<file path="src/rtl/i2cs_pkg.sv">
package i2cs_pkg;

    localparam int BYTE_W = 8;
    localparam int CNT_W  = 4;

    typedef enum logic [2:0] {
        ST_IDLE,
        ST_RECV,
        ST_ACK9,
        ST_STRETCH,
        ST_TX,
        ST_TXACK
    } eng_st_t;

    // conditioned bus events in the system clock domain
    typedef struct packed {
        logic sda;
        logic scl_rise;
        logic scl_fall;
        logic start;
        logic stop;
    } line_t;

    // one-cycle requests from the bus engine to the status registers
    typedef struct packed {
        logic              load;
        logic [BYTE_W-1:0] data;
        logic              rw_set;
        logic              rw_val;
        logic              ovf_set;
        logic              irq_set;
        logic              rel_clr;
        logic              status_rst;
    } evt_t;

    function automatic logic addr_hit(input logic [BYTE_W-1:0] b, input logic [6:0] a);
        return b[BYTE_W-1:1] == a;
    endfunction

endpackage

</file>
<file path="src/rtl/i2cs_line_sync.sv">
module i2cs_line_sync
    import i2cs_pkg::*;
#(
    parameter int SYNC_STAGES = 2
) (
    input  logic  clk,
    input  logic  rst,
    input  logic  scl_i,
    input  logic  sda_i,
    output line_t line_o
);
    localparam int TOP = SYNC_STAGES - 1;

    logic [TOP:0] scl_sh, sda_sh;
    logic         scl_d, sda_d;

    always_ff @(posedge clk) begin
        if (rst) begin
            scl_sh <= '1;
            sda_sh <= '1;
            scl_d  <= 1'b1;
            sda_d  <= 1'b1;
        end else begin
            scl_sh <= {scl_sh[TOP-1:0], scl_i};
            sda_sh <= {sda_sh[TOP-1:0], sda_i};
            scl_d  <= scl_sh[TOP];
            sda_d  <= sda_sh[TOP];
        end
    end

    always_comb begin
        line_o.sda      = sda_sh[TOP];
        line_o.scl_rise = scl_sh[TOP] & ~scl_d;
        line_o.scl_fall = ~scl_sh[TOP] & scl_d;
        line_o.start    = scl_sh[TOP] & scl_d & sda_d & ~sda_sh[TOP];
        line_o.stop     = scl_sh[TOP] & scl_d & ~sda_d & sda_sh[TOP];
    end

endmodule

</file>
<file path="src/rtl/i2cs_engine.sv">
module i2cs_engine
    import i2cs_pkg::*;
#(
    parameter logic [6:0] SLAVE_ADDR = 7'h3A
) (
    input  logic              clk,
    input  logic              rst,
    input  line_t             ln,
    input  logic              blocked_i,
    input  logic              full_i,
    input  logic              clk_rel_i,
    input  logic              tx_load_i,
    input  logic [BYTE_W-1:0] tx_data_i,
    output evt_t              ev,
    output logic              scl_oe,
    output logic              sda_oe
);
    eng_st_t           st_q, st_n;
    logic [BYTE_W-1:0] rxsh_q, rxsh_n, txsh_q, txsh_n;
    logic [CNT_W-1:0]  cnt_q, cnt_n;
    logic              is_addr_q, is_addr_n, rd_q, rd_n, ack_q, ack_n, mnack_q, mnack_n;
    logic              ack_drv;

    always_comb begin
        st_n      = st_q;
        rxsh_n    = rxsh_q;
        txsh_n    = txsh_q;
        cnt_n     = cnt_q;
        is_addr_n = is_addr_q;
        rd_n      = rd_q;
        ack_n     = ack_q;
        mnack_n   = mnack_q;
        ev        = '0;

        if (tx_load_i && st_q != ST_TX && st_q != ST_TXACK)
            txsh_n = tx_data_i;

        if (ln.start) begin
            st_n      = ST_RECV;
            cnt_n     = '0;
            is_addr_n = 1'b1;
        end else if (ln.stop) begin
            st_n = ST_IDLE;
        end else begin
            unique case (st_q)
                ST_RECV: begin
                    if (ln.scl_rise && cnt_q < CNT_W'(BYTE_W)) begin
                        rxsh_n = {rxsh_q[BYTE_W-2:0], ln.sda};
                        cnt_n  = cnt_q + 1'b1;
                    end else if (ln.scl_fall && cnt_q == CNT_W'(BYTE_W)) begin
                        if (is_addr_q && !addr_hit(rxsh_q, SLAVE_ADDR)) begin
                            st_n = ST_IDLE;
                        end else begin
                            st_n       = ST_ACK9;
                            ack_n      = !blocked_i;
                            ev.ovf_set = full_i;
                            if (!blocked_i) begin
                                ev.load = 1'b1;
                                ev.data = rxsh_q;
                            end
                            if (is_addr_q) begin
                                rd_n = rxsh_q[0] & !blocked_i;
                                if (!blocked_i) begin
                                    ev.rw_set = 1'b1;
                                    ev.rw_val = rxsh_q[0];
                                end
                            end
                        end
                    end
                end
                ST_ACK9: begin
                    if (ln.scl_fall) begin
                        ev.irq_set = 1'b1;
                        cnt_n      = '0;
                        is_addr_n  = 1'b0;
                        if (rd_q && ack_q) begin
                            st_n       = ST_STRETCH;
                            ev.rel_clr = 1'b1;
                        end else begin
                            st_n = rd_q ? ST_IDLE : ST_RECV;
                        end
                    end
                end
                ST_STRETCH: begin
                    if (clk_rel_i) begin
                        st_n  = ST_TX;
                        cnt_n = '0;
                    end
                end
                ST_TX: begin
                    if (ln.scl_rise) begin
                        cnt_n = cnt_q + 1'b1;
                    end else if (ln.scl_fall) begin
                        if (cnt_q == CNT_W'(BYTE_W)) st_n = ST_TXACK;
                        else txsh_n = {txsh_q[BYTE_W-2:0], 1'b0};
                    end
                end
                ST_TXACK: begin
                    if (ln.scl_rise) begin
                        mnack_n = ln.sda;
                    end else if (ln.scl_fall) begin
                        ev.irq_set = 1'b1;
                        if (mnack_q) begin
                            st_n          = ST_IDLE;
                            rd_n          = 1'b0;
                            ev.status_rst = 1'b1;
                        end else begin
                            st_n       = ST_STRETCH;
                            ev.rel_clr = 1'b1;
                        end
                    end
                end
                default: ;
            endcase
        end
    end

    always_ff @(posedge clk) begin
        if (rst) begin
            st_q      <= ST_IDLE;
            rxsh_q    <= '0;
            txsh_q    <= '0;
            cnt_q     <= '0;
            is_addr_q <= 1'b0;
            rd_q      <= 1'b0;
            ack_q     <= 1'b0;
            mnack_q   <= 1'b0;
        end else begin
            st_q      <= st_n;
            rxsh_q    <= rxsh_n;
            txsh_q    <= txsh_n;
            cnt_q     <= cnt_n;
            is_addr_q <= is_addr_n;
            rd_q      <= rd_n;
            ack_q     <= ack_n;
            mnack_q   <= mnack_n;
        end
    end

    assign ack_drv = (st_q == ST_ACK9) && ack_q;
    assign scl_oe  = (st_q == ST_STRETCH) && !clk_rel_i;
    assign sda_oe  = ack_drv || ((st_q == ST_TX) && !txsh_q[BYTE_W-1]);

    AST_NACK_WHEN_BLOCKED: assert property (@(posedge clk) disable iff (rst)
        $rose(ack_drv) |-> $past(!blocked_i));

    AST_TX_SDA_STEADY: assert property (@(posedge clk) disable iff (rst)
        (st_q == ST_TX && $past(st_q) == ST_TX && !$past(ln.scl_fall)) |-> $stable(sda_oe));

    AST_STRETCH_ONLY_READ: assert property (@(posedge clk) disable iff (rst)
        scl_oe |-> rd_q);

endmodule

</file>
<file path="src/rtl/i2c_stretch_slave.sv">
module i2c_stretch_slave
    import i2cs_pkg::*;
#(
    parameter logic [6:0] SLAVE_ADDR  = 7'h3A,
    parameter int         SYNC_STAGES = 2
) (
    input  logic        clk,
    input  logic        rst,
    input  logic        scl_i,
    input  logic        sda_i,
    output logic        scl_oe,
    output logic        sda_oe,
    input  logic        host_wr,
    input  logic [7:0]  host_wdata,
    input  logic        host_rd,
    output logic [7:0]  host_rdata,
    input  logic        host_clr_irq,
    input  logic        host_clr_ovf,
    input  logic        host_release,
    output logic        buf_full,
    output logic        overflow,
    output logic        rw_stat,
    output logic        irq,
    output logic        clk_rel
);
    line_t             ln;
    evt_t              ev;
    logic [BYTE_W-1:0] buf_q;
    logic              full_q, ovf_q, rw_q, irq_q, rel_q, txl_q;

    i2cs_line_sync #(.SYNC_STAGES(SYNC_STAGES)) u_sync (
        .clk    (clk),
        .rst    (rst),
        .scl_i  (scl_i),
        .sda_i  (sda_i),
        .line_o (ln)
    );

    i2cs_engine #(.SLAVE_ADDR(SLAVE_ADDR)) u_eng (
        .clk       (clk),
        .rst       (rst),
        .ln        (ln),
        .blocked_i (full_q | ovf_q),
        .full_i    (full_q),
        .clk_rel_i (rel_q),
        .tx_load_i (host_wr),
        .tx_data_i (host_wdata),
        .ev        (ev),
        .scl_oe    (scl_oe),
        .sda_oe    (sda_oe)
    );

    always_ff @(posedge clk) begin
        if (rst) begin
            buf_q  <= '0;
            full_q <= 1'b0;
            ovf_q  <= 1'b0;
            rw_q   <= 1'b0;
            irq_q  <= 1'b0;
            rel_q  <= 1'b0;
            txl_q  <= 1'b0;
        end else begin
            if (host_wr) buf_q <= host_wdata;
            if (ev.load) begin
                buf_q  <= ev.data;
                full_q <= 1'b1;
            end else if (host_rd) begin
                full_q <= 1'b0;
            end

            if (ev.ovf_set)         ovf_q <= 1'b1;
            else if (host_clr_ovf)  ovf_q <= 1'b0;

            if (ev.status_rst)      rw_q <= 1'b0;
            else if (ev.rw_set)     rw_q <= ev.rw_val;

            if (ev.irq_set)         irq_q <= 1'b1;
            else if (host_clr_irq)  irq_q <= 1'b0;

            if (ev.rel_clr || ev.status_rst) txl_q <= 1'b0;
            else if (host_wr)                txl_q <= 1'b1;

            if (ev.rel_clr)                   rel_q <= 1'b0;
            else if (host_release && txl_q)   rel_q <= 1'b1;
        end
    end

    assign host_rdata = buf_q;
    assign buf_full   = full_q;
    assign overflow   = ovf_q;
    assign rw_stat    = rw_q;
    assign irq        = irq_q;
    assign clk_rel    = rel_q;

    AST_REL_AFTER_LOAD: assert property (@(posedge clk) disable iff (rst)
        $rose(rel_q) |-> $past(txl_q));

    AST_IRQ_HELD: assert property (@(posedge clk) disable iff (rst)
        (irq_q && !host_clr_irq) |=> irq_q);

    AST_OVF_HELD: assert property (@(posedge clk) disable iff (rst)
        (ovf_q && !host_clr_ovf) |=> ovf_q);

    AST_BUF_FROZEN_WHEN_FULL: assert property (@(posedge clk) disable iff (rst)
        (full_q && !host_rd && !host_wr) |=> $stable(buf_q));

endmodule

</file>
<file path="config.mk">
export PLATFORM = sky130hd
export DESIGN_NAME = i2c_stretch_slave
export DESIGN_NICKNAME = d
export VERILOG_FILES = /design/src/rtl/i2cs_pkg.sv /design/src/rtl/i2cs_line_sync.sv /design/src/rtl/i2cs_engine.sv /design/src/rtl/i2c_stretch_slave.sv
export SDC_FILE = /design/constraint.sdc
export NUM_CORES = 1
export LEC_CHECK = 0
export BUFFER_PORTS_ARGS = -buffer_cell sky130_fd_sc_hd__clkbuf_2
export CAP_MARGIN = 20
export CORE_UTILIZATION = 51
export CTS_CLUSTER_DIAMETER = 40
export CTS_CLUSTER_SIZE = 28
export DETAILED_ROUTE_END_ITERATION = 8
export PLACE_DENSITY = 0.76
export SLEW_MARGIN = 40
export SYNTH_ARGS = -nofsm -noshare
export SYNTH_HDL_FRONTEND = slang
export SYNTH_SLANG_ARGS = --single-unit
</file>
<file path="constraint.sdc">
create_clock -name clk -period 1.75 [get_ports clk]
set_clock_uncertainty 0.15 [all_clocks]
set_input_delay 0.175 -clock clk [delete_from_list [all_inputs] [get_ports clk]]
set_output_delay 0.175 -clock clk [all_outputs]
set_load 0.005 [all_outputs]
</file>
==> metrics.cfg, run 1 <==
[yosys]
post-synth-top-area-fraction_pct = 39.7
yosys_warnings = 0
yosysTopAreaCell = dfxtp_1
yosys_most_used_dff = dfxtp_1
post_syn_nets = 281
synthCells = 261
async_flop_share_pct = 0
synth_seq_area_share_pct = 39.7
synth_top_cells_by_count = 47 x dfxtp_1, 39 x nor2_1, 25 x mux2i_1
number_of_enable_type_register_cells_in_the_synthesized_netlist = 0
mappedNetlistArea_sq_um = 2370
synth.lib_cells_used.distinct = 51
synth-seq-cells = 47
post_synth_main_area_contributors = dfxtp_1 40%, mux2i_1 11%, nor2_1 6.2%, a211oi_2 3.7%, nand2b_1 3.2%
synthMostInstantiatedCell = dfxtp_1
syn_area_per_cell_sq_um = 9.08

[grt]
grtUsageTotal_pct = 23.1
grt_pass1_vias = 2035
globalRouteOverflowTotal = 0
grt_antenna_before_repair = 0
wire_length_of_the_first_global_routing_pass_microns = 9290
grt_max_degree = 18

[critical_path]
path_max_fanout = 8
worst_r2r_endpoint = u_eng.txsh_q[7]
path_class = register to register
setup.reg_to_reg.worst_slack_ps = -60
worstSetupEndpointType = register
critPathSlowestCell = or4_4
critical_path_required_ps = 1780
reg2regPathDepth = 7
reg_to_reg_startpoint = u_eng.cnt_q[1]
critical_path.startpoint_type = register
timing.critical_path.cells = inv_2 > ha_4 > and3b_2 > or4_4 > buf_12 > nor2_2 > a211oi_2
arrival_ps = 1850
worst_path_largest_cell_delay_ps = 470

[timing]
post-route-worst-setup-slack_ps = -63.6
max_freq_ghz = 0.551
final_max_slew_viol_count = 0
totalNegativeSetupSlack_ps = -286
worst_slew_margin_rel_pct = 73.0
tightest_slew_ps = 405
finalCritPeriodShare_pct = 104
post-route-min-period_ps = 1810
hold_violations = 0
fin_hold_ws_ps = 22.0
setup_repair_after_global_routing_missed_its_margin = yes
final-setup-viol-count = 9

[power_and_ir_drop]
net_load_switching_power_uw = 514
power.total_mw = 2.08
switching_share_pct = 24.8
power_report.internal_total_mw = 1.56
clock_power_share_pct = 33.1
power_per_cell_area_nw_per_um2 = 660
static-leakage-power_nw = 1.39
comb_power_share_pct = 12.3
power.sequential.fraction_pct = 54.7
max-vdd-ir-drop_v = 0.000401

[clock_network]
cts_root_buffer = clkbuf_8
clk_path_buf_depth = 2
clock_tree_from_tritoncts = done
cts.sinks = 47
htreeDepth = 2
inserted_clock_buffers = 5
clk-insertion-delay-late_ps = 300
clkSlewWorstSetupHoldPaths_ps = 80

[floorplanning]
design.portCount = 32
initial_core_utilization_pct = 53.7
floorplan.core_area_sq_um = 4410
die-width_microns = 70.2
dieArea_sq_um = 4920
num_rows = 24
floorplan.die.height_microns = 70.2

[drt]
antenna_left = 0
total_length_of_routed_wires_microns = 5410
met3WireLength_microns = 212
detail_route.vias_per_cell = 5.57
first_iter_violations = 143
mean_routed_wirelength_per_cell_microns = 14.0
met2WireLength_microns = 2600
dr.max_layer_used = met4
routed-via-count = 2155
met1_wl_microns = 2570
route.detailed.drc = 0
drt_first_pass_iters = 4

[placement]
place_hpwl_microns = 4010
gpl.final_weighted_congestion = 0.872
io_buffers = 31
area_of_placed_instances_sq_um = 2870

[finish]
antennaDiodeCount = 0
nets = 354
post_route_cells_drive_above_1_share_pct = 41.5
fin_area_sq_um = 3150
utilization_pct = 71.3
synthToLayoutAreaGrowth_pct = 32.8

[hold_path]
hold_path_startpoint = host_release
hold_path_class = input pin to register
hold-path-cell-count = 3
timing.hold.worst_endpoint = clk_rel

[run_status]
status = finished, violations left
failed_checks = setup timing

[run]
maxCapViolCount = 0

-- placed cells by master (no fill, tap or decap), types with 3 or more instances in the layout --
master / synthesis / routed
a211oi_1: 8 / 6
a211oi_2: 7 / 9
a21oi_1: 13 / 13
a31oi_1: 3 / 3
buf_4: 0 / 42
clkbuf_2: 0 / 31
clkbuf_8: 0 / 6
dfxtp_1: 47 / 39
dfxtp_2: 0 / 8
dlygate4sd3_1: 0 / 5
mux2i_1: 25 / 25
nand2_1: 15 / 14
nand2b_1: 12 / 12
nand3_1: 3 / 3
nand4_1: 3 / 3
nor2_1: 39 / 32
nor2_4: 0 / 5
nor2b_1: 5 / 4
o211ai_1: 3 / 3
o21ai_0: 4 / 4
o31ai_1: 3 / 3
or2_2: 7 / 7
-- how the worst max path moves through the flow --
stage,endpoint,cells after the start,from
6_report,u_eng.txsh_q[7],7,u_eng.cnt_q[1]
5_1_grt,u_eng.rd_q,5,u_eng.rxsh_q[7]
4_1_cts,u_eng.rd_q,5,u_eng.rxsh_q[7]
3_5_place_dp,u_eng.st_q[2],6,u_eng.st_q[2]
3_3_place_gp,u_eng.txsh_q[3],5,u_eng.st_q[2]
2_1_floorplan,u_eng.txsh_q[5],8,u_eng.cnt_q[0]
-- per-layer routing --
layer  up-vias  GRT usage [%]
met5         -              0
met2        62           36.6
met3         4           3.75
met1      1008           32.7
li1       1081              -
met4         0           6.00
-- power by group through the flow --
stage          Combinational, mW  Sequential (mW)  Clock, mW
3_3_place_gp               0.229             1.16          0
6_report                   0.255             1.14      0.687
5_1_grt                    0.279             1.14      0.733
2_1_floorplan              0.146             1.15          0
3_5_place_dp               0.234             1.16          0
4_1_cts                    0.246             1.13      0.702
-- registers in the layout, indices dropped and copies added (netlist names), 2 cells and up --
name           count
u_eng.txsh_q       8
u_eng.cnt_q        4
host_rdata         8
u_eng.rxsh_q       8
u_eng.st_q         3
u_sync.sda_sh      2
u_sync.scl_sh      2
-- cell families (layout without fill, tap and decap cells) --
group           count (synthesis)  after routing  synth area share [%]
mux                            26             26                  11.0
fa+ha+maj                       3              3                  1.58
xor+xnor                        2              2                 0.739
buf+inv                        19             93                  3.80
flops                          47             47                  39.7
compound gates                 58             58                  18.9
simple gates                  106            106                  24.2
-- stage by stage --
stage	cells	setup WS, ps
6_report	387	-63.6
4_1_cts	387	-61.3
5_1_grt	387	-153
2_1_floorplan	261	-51.7
3_5_place_dp	371	-107
3_3_place_gp	371	-80.3
-- layout make-up --
cell class / count / area (sq um)
multi-input combinational: 195 / 1450
fill: 330 / 1270
sequential: 47 / 951
timing repair buffer: 81 / 567
clock buffer: 6 / 82.6
tap: 52 / 65.1
clock inverter: 2 / 16.3
inverter: 4 / 15.0
-- what timing repair did --
action / CTS / global route
pin swaps: 3 / 5
cloned: 1 / 0
buffers inserted: 2 / 0
resized for setup: 10 / 23
endpoints found under the setup margin: 23 / 34
endpoints found under the hold margin: 5 / 0
hold buffers: 5 / 0
-- critical path, delay by kind of cell, from the launching register on --
family                     cells  cell delay (ps)
adders and majority gates      1              140
DFF                            1              350
AOI/OAI and AO/OA              1               50
and+or+nand+nor                3              790
buffers and inverters          2              220
No activity file was read; power rests on OpenSTA's default activity.
==> inputs of run 2 (changes only) <==
--- a/config.mk
+++ b/config.mk
@@ -12,7 +12,9 @@
 export CTS_CLUSTER_SIZE = 28
 export DETAILED_ROUTE_END_ITERATION = 8
 export PLACE_DENSITY = 0.76
+export REMOVE_ABC_BUFFERS = 1
 export SLEW_MARGIN = 40
 export SYNTH_ARGS = -nofsm -noshare
 export SYNTH_HDL_FRONTEND = slang
+export SYNTH_HIERARCHICAL = 1
 export SYNTH_SLANG_ARGS = --single-unit
==> metrics.cfg, run 2 <==
[clock_network]
clk-insertion-delay-late_ps = 320  ; +20 ps
cts.sinks = 47  ; unchanged
clk_path_buf_depth = 2  ; unchanged
clock_tree_from_tritoncts = done
inserted_clock_buffers = 5  ; unchanged
cts_root_buffer = clkbuf_8
clkSlewWorstSetupHoldPaths_ps = 100  ; +20 ps
htreeDepth = 2  ; unchanged

[critical_path]
reg2regPathDepth = 9  ; +2
setup.reg_to_reg.worst_slack_ps = -340  ; -270 ps
worst_r2r_endpoint = host_rdata[0]
path_class = register to register
critical_path.startpoint_type = register
critical_path_required_ps = 1790  ; about the same
worstSetupEndpointType = register
path_max_fanout = 8  ; unchanged
reg_to_reg_startpoint = u_sync/scl_d
arrival_ps = 2130  ; +280 ps

[floorplanning]
die-width_microns = 70.2  ; about the same
initial_core_utilization_pct = 53.7  ; about the same
num_rows = 24  ; unchanged
design.portCount = 32  ; unchanged
floorplan.core_area_sq_um = 4410  ; unchanged
floorplan.die.height_microns = 70.2  ; about the same
dieArea_sq_um = 4930  ; about the same

[placement]
gpl.final_weighted_congestion = 0.876  ; +0.37%
post-place-cells = 402  ; +8.4%
area_of_placed_instances_sq_um = 2920  ; +1.7%
io_buffers = 31  ; unchanged
pre_cts_slack_ps = -486  ; -379 ps
place_hpwl_microns = 4270  ; +6.5%

[yosys]
synthCells = 282  ; +8.0%
synth.lib_cells_used.distinct = 48  ; -5.9%
post-synth-top-area-fraction_pct = 39.7  ; about the same
yosysTopAreaCell = dfxtp_1
synth_seq_area_share_pct = 39.7  ; about the same
mappedNetlistArea_sq_um = 2370  ; about the same
syn_area_per_cell_sq_um = 8.41  ; -7.4%
yosys_warnings = 6  ; +6
async_flop_share_pct = 0  ; unchanged
post_synth_main_area_contributors = dfxtp_1 40%, mux2i_1 7.2%, nor2_1 5.1%, a21oi_1 4.0%, nor2b_1 4.0%
synth_top_cells_by_count = 47 x dfxtp_1, 32 x nor2_1, 19 x a21oi_1
synthMostInstantiatedCell = dfxtp_1
yosys_most_used_dff = dfxtp_1
number_of_enable_type_register_cells_in_the_synthesized_netlist = 0  ; unchanged
synth-seq-cells = 47  ; unchanged

[drt]
antenna_left = 0  ; unchanged
routed-via-count = 2708  ; +26%
detail_route.vias_per_cell = 6.30  ; +13%
drt_first_pass_iters = 5  ; +1
mean_routed_wirelength_per_cell_microns = 20.7  ; +48%
route.detailed.drc = 0  ; unchanged
total_length_of_routed_wires_microns = 8910  ; +65%
first_iter_violations = 279  ; +95%

[grt]
globalRouteOverflowTotal = 0  ; unchanged
grt_max_degree = 24  ; +6
wire_length_of_the_first_global_routing_pass_microns = 11900  ; +28%
grt_antenna_before_repair = 0  ; unchanged
grt_pass1_vias = 2472  ; +21%
grtUsageTotal_pct = 30.8  ; +7.7 points

[power_and_ir_drop]
static-leakage-power_nw = 1.53  ; +11%
power.total_mw = 2.12  ; +2.2%
max-vdd-ir-drop_v = 0.000418  ; +4.1%
power_per_cell_area_nw_per_um2 = 582  ; -12%

[hold_path]
hold_path_startpoint = host_wdata[2]
hold-path-cell-count = 3  ; unchanged
timing.hold.worst_endpoint = u_eng/txsh_q[2]
hold_path_class = input pin to register

[timing]
setup_repair_after_global_routing_missed_its_margin = yes
final_max_slew_viol_count = 0  ; unchanged
post-route-worst-setup-slack_ps = -338  ; -274 ps
worst_slew_margin_rel_pct = 74.5  ; +1.5 points
final-setup-viol-count = 39  ; +30
fin_hold_ws_ps = 6.41  ; -15.6 ps
totalNegativeSetupSlack_ps = -8880  ; -8590 ps
post-route-min-period_ps = 2090  ; +274 ps
finalCritPeriodShare_pct = 119  ; +16 points
tightest_slew_ps = 382  ; -22.3 ps
hold_violations = 0  ; unchanged
max_freq_ghz = 0.479  ; -13%

[finish]
utilization_pct = 82.6  ; +11 points
final_cell_count_no_fill = 430  ; +11%
antennaDiodeCount = 0  ; unchanged
synthToLayoutAreaGrowth_pct = 53.8
layout.cells.most_common_list = 51 x buf_4, 42 x dfxtp_1, 30 x clkbuf_2
post_route_cells_drive_above_1_share_pct = 47.1  ; +5.6 points
final_common_cell = buf_4
nets = 396  ; +12%
fin_area_sq_um = 3650  ; +16%

[run]
maxCapViolCount = 0  ; unchanged

[run_status]
status = finished, violations left
failed_checks = setup timing

==> run 2: cell count changes after synthesis, sizes merged, moves of 6 or more <==
cell	change
a311oi	+9
nand3	+6
nor2b	+10
a21oi	+6
a211oi	-6
and2	+8
nor2	-7
nor3	+8
mux2i	-8
==> run 2: metal layers <==
layer  GRT usage [%]  part of all wire (%)
met1            36.6                    38
met4            18.9                   5.5
met2            50.9                    48
met3            6.49                   7.7
met5               0                     0
==> run 2: cell families after synthesis <==
| family | synth area share (%) |
|---|---|
| compound gates | 15.9 |
| fa+ha+maj | 1.06 |
| buf+inv | 5.28 |
| flops | 39.7 |
| mux | 7.65 |
| simple gates | 30.4 |
==> run 2: final cells by class <==
type                            count  area (sq um)
Multi-Input combinational cell    208          1700
Sequential cell                    47           950
Timing Repair Buffer              107           816
Fill cell                         243           767
Clock buffer                        6          72.6
Tap cell                           52          65.1
Inverter                            8          32.5
Clock inverter                      2          16.3
==> run 2: worst max-delay path, stage by stage, from the launching register on <==
cell and delay, ps:
dfxtp_2 350, buf_6 120, and4b_2 270, nor2_4 170, nand3_2 130, nor3_4 190
buf_6 160, buf_4 120, nor2b_1 220, a211oi_2 70
==> run 2: how the worst max path moves through the flow <==
stage	start	to	depth (start not counted)
2_1_floorplan	u_eng/st_q[0]	rw_stat	6
3_3_place_gp	u_sync/scl_sh[1]	u_eng/cnt_q[3]	6
3_5_place_dp	u_sync/scl_sh[1]	u_eng/cnt_q[3]	6
4_1_cts	u_sync/scl_sh[1]	u_eng/cnt_q[3]	6
5_1_grt	u_sync/scl_d	u_eng/txsh_q[4]	8
6_report	u_sync/scl_d	host_rdata[0]	9
==> run 2: what timing repair did <==
item	CTS	global route
endpoints found under the setup margin	38	42
gates cloned	2	0
buffers inserted	10	8
hold buffers	6	0
resized for setup	43	71
pin swaps	16	22
endpoints found under the hold margin	6	0
==> run 2: power breakdown <==
group | total, mW | leakage, nW | switching (mW) | internal [mW]
Sequential | 1.12 | 0.385 | 0.0229 | 1.10
Combinational | 0.304 | 1.11 | 0.156 | 0.148
Clock | 0.695 | 0.0418 | 0.407 | 0.288
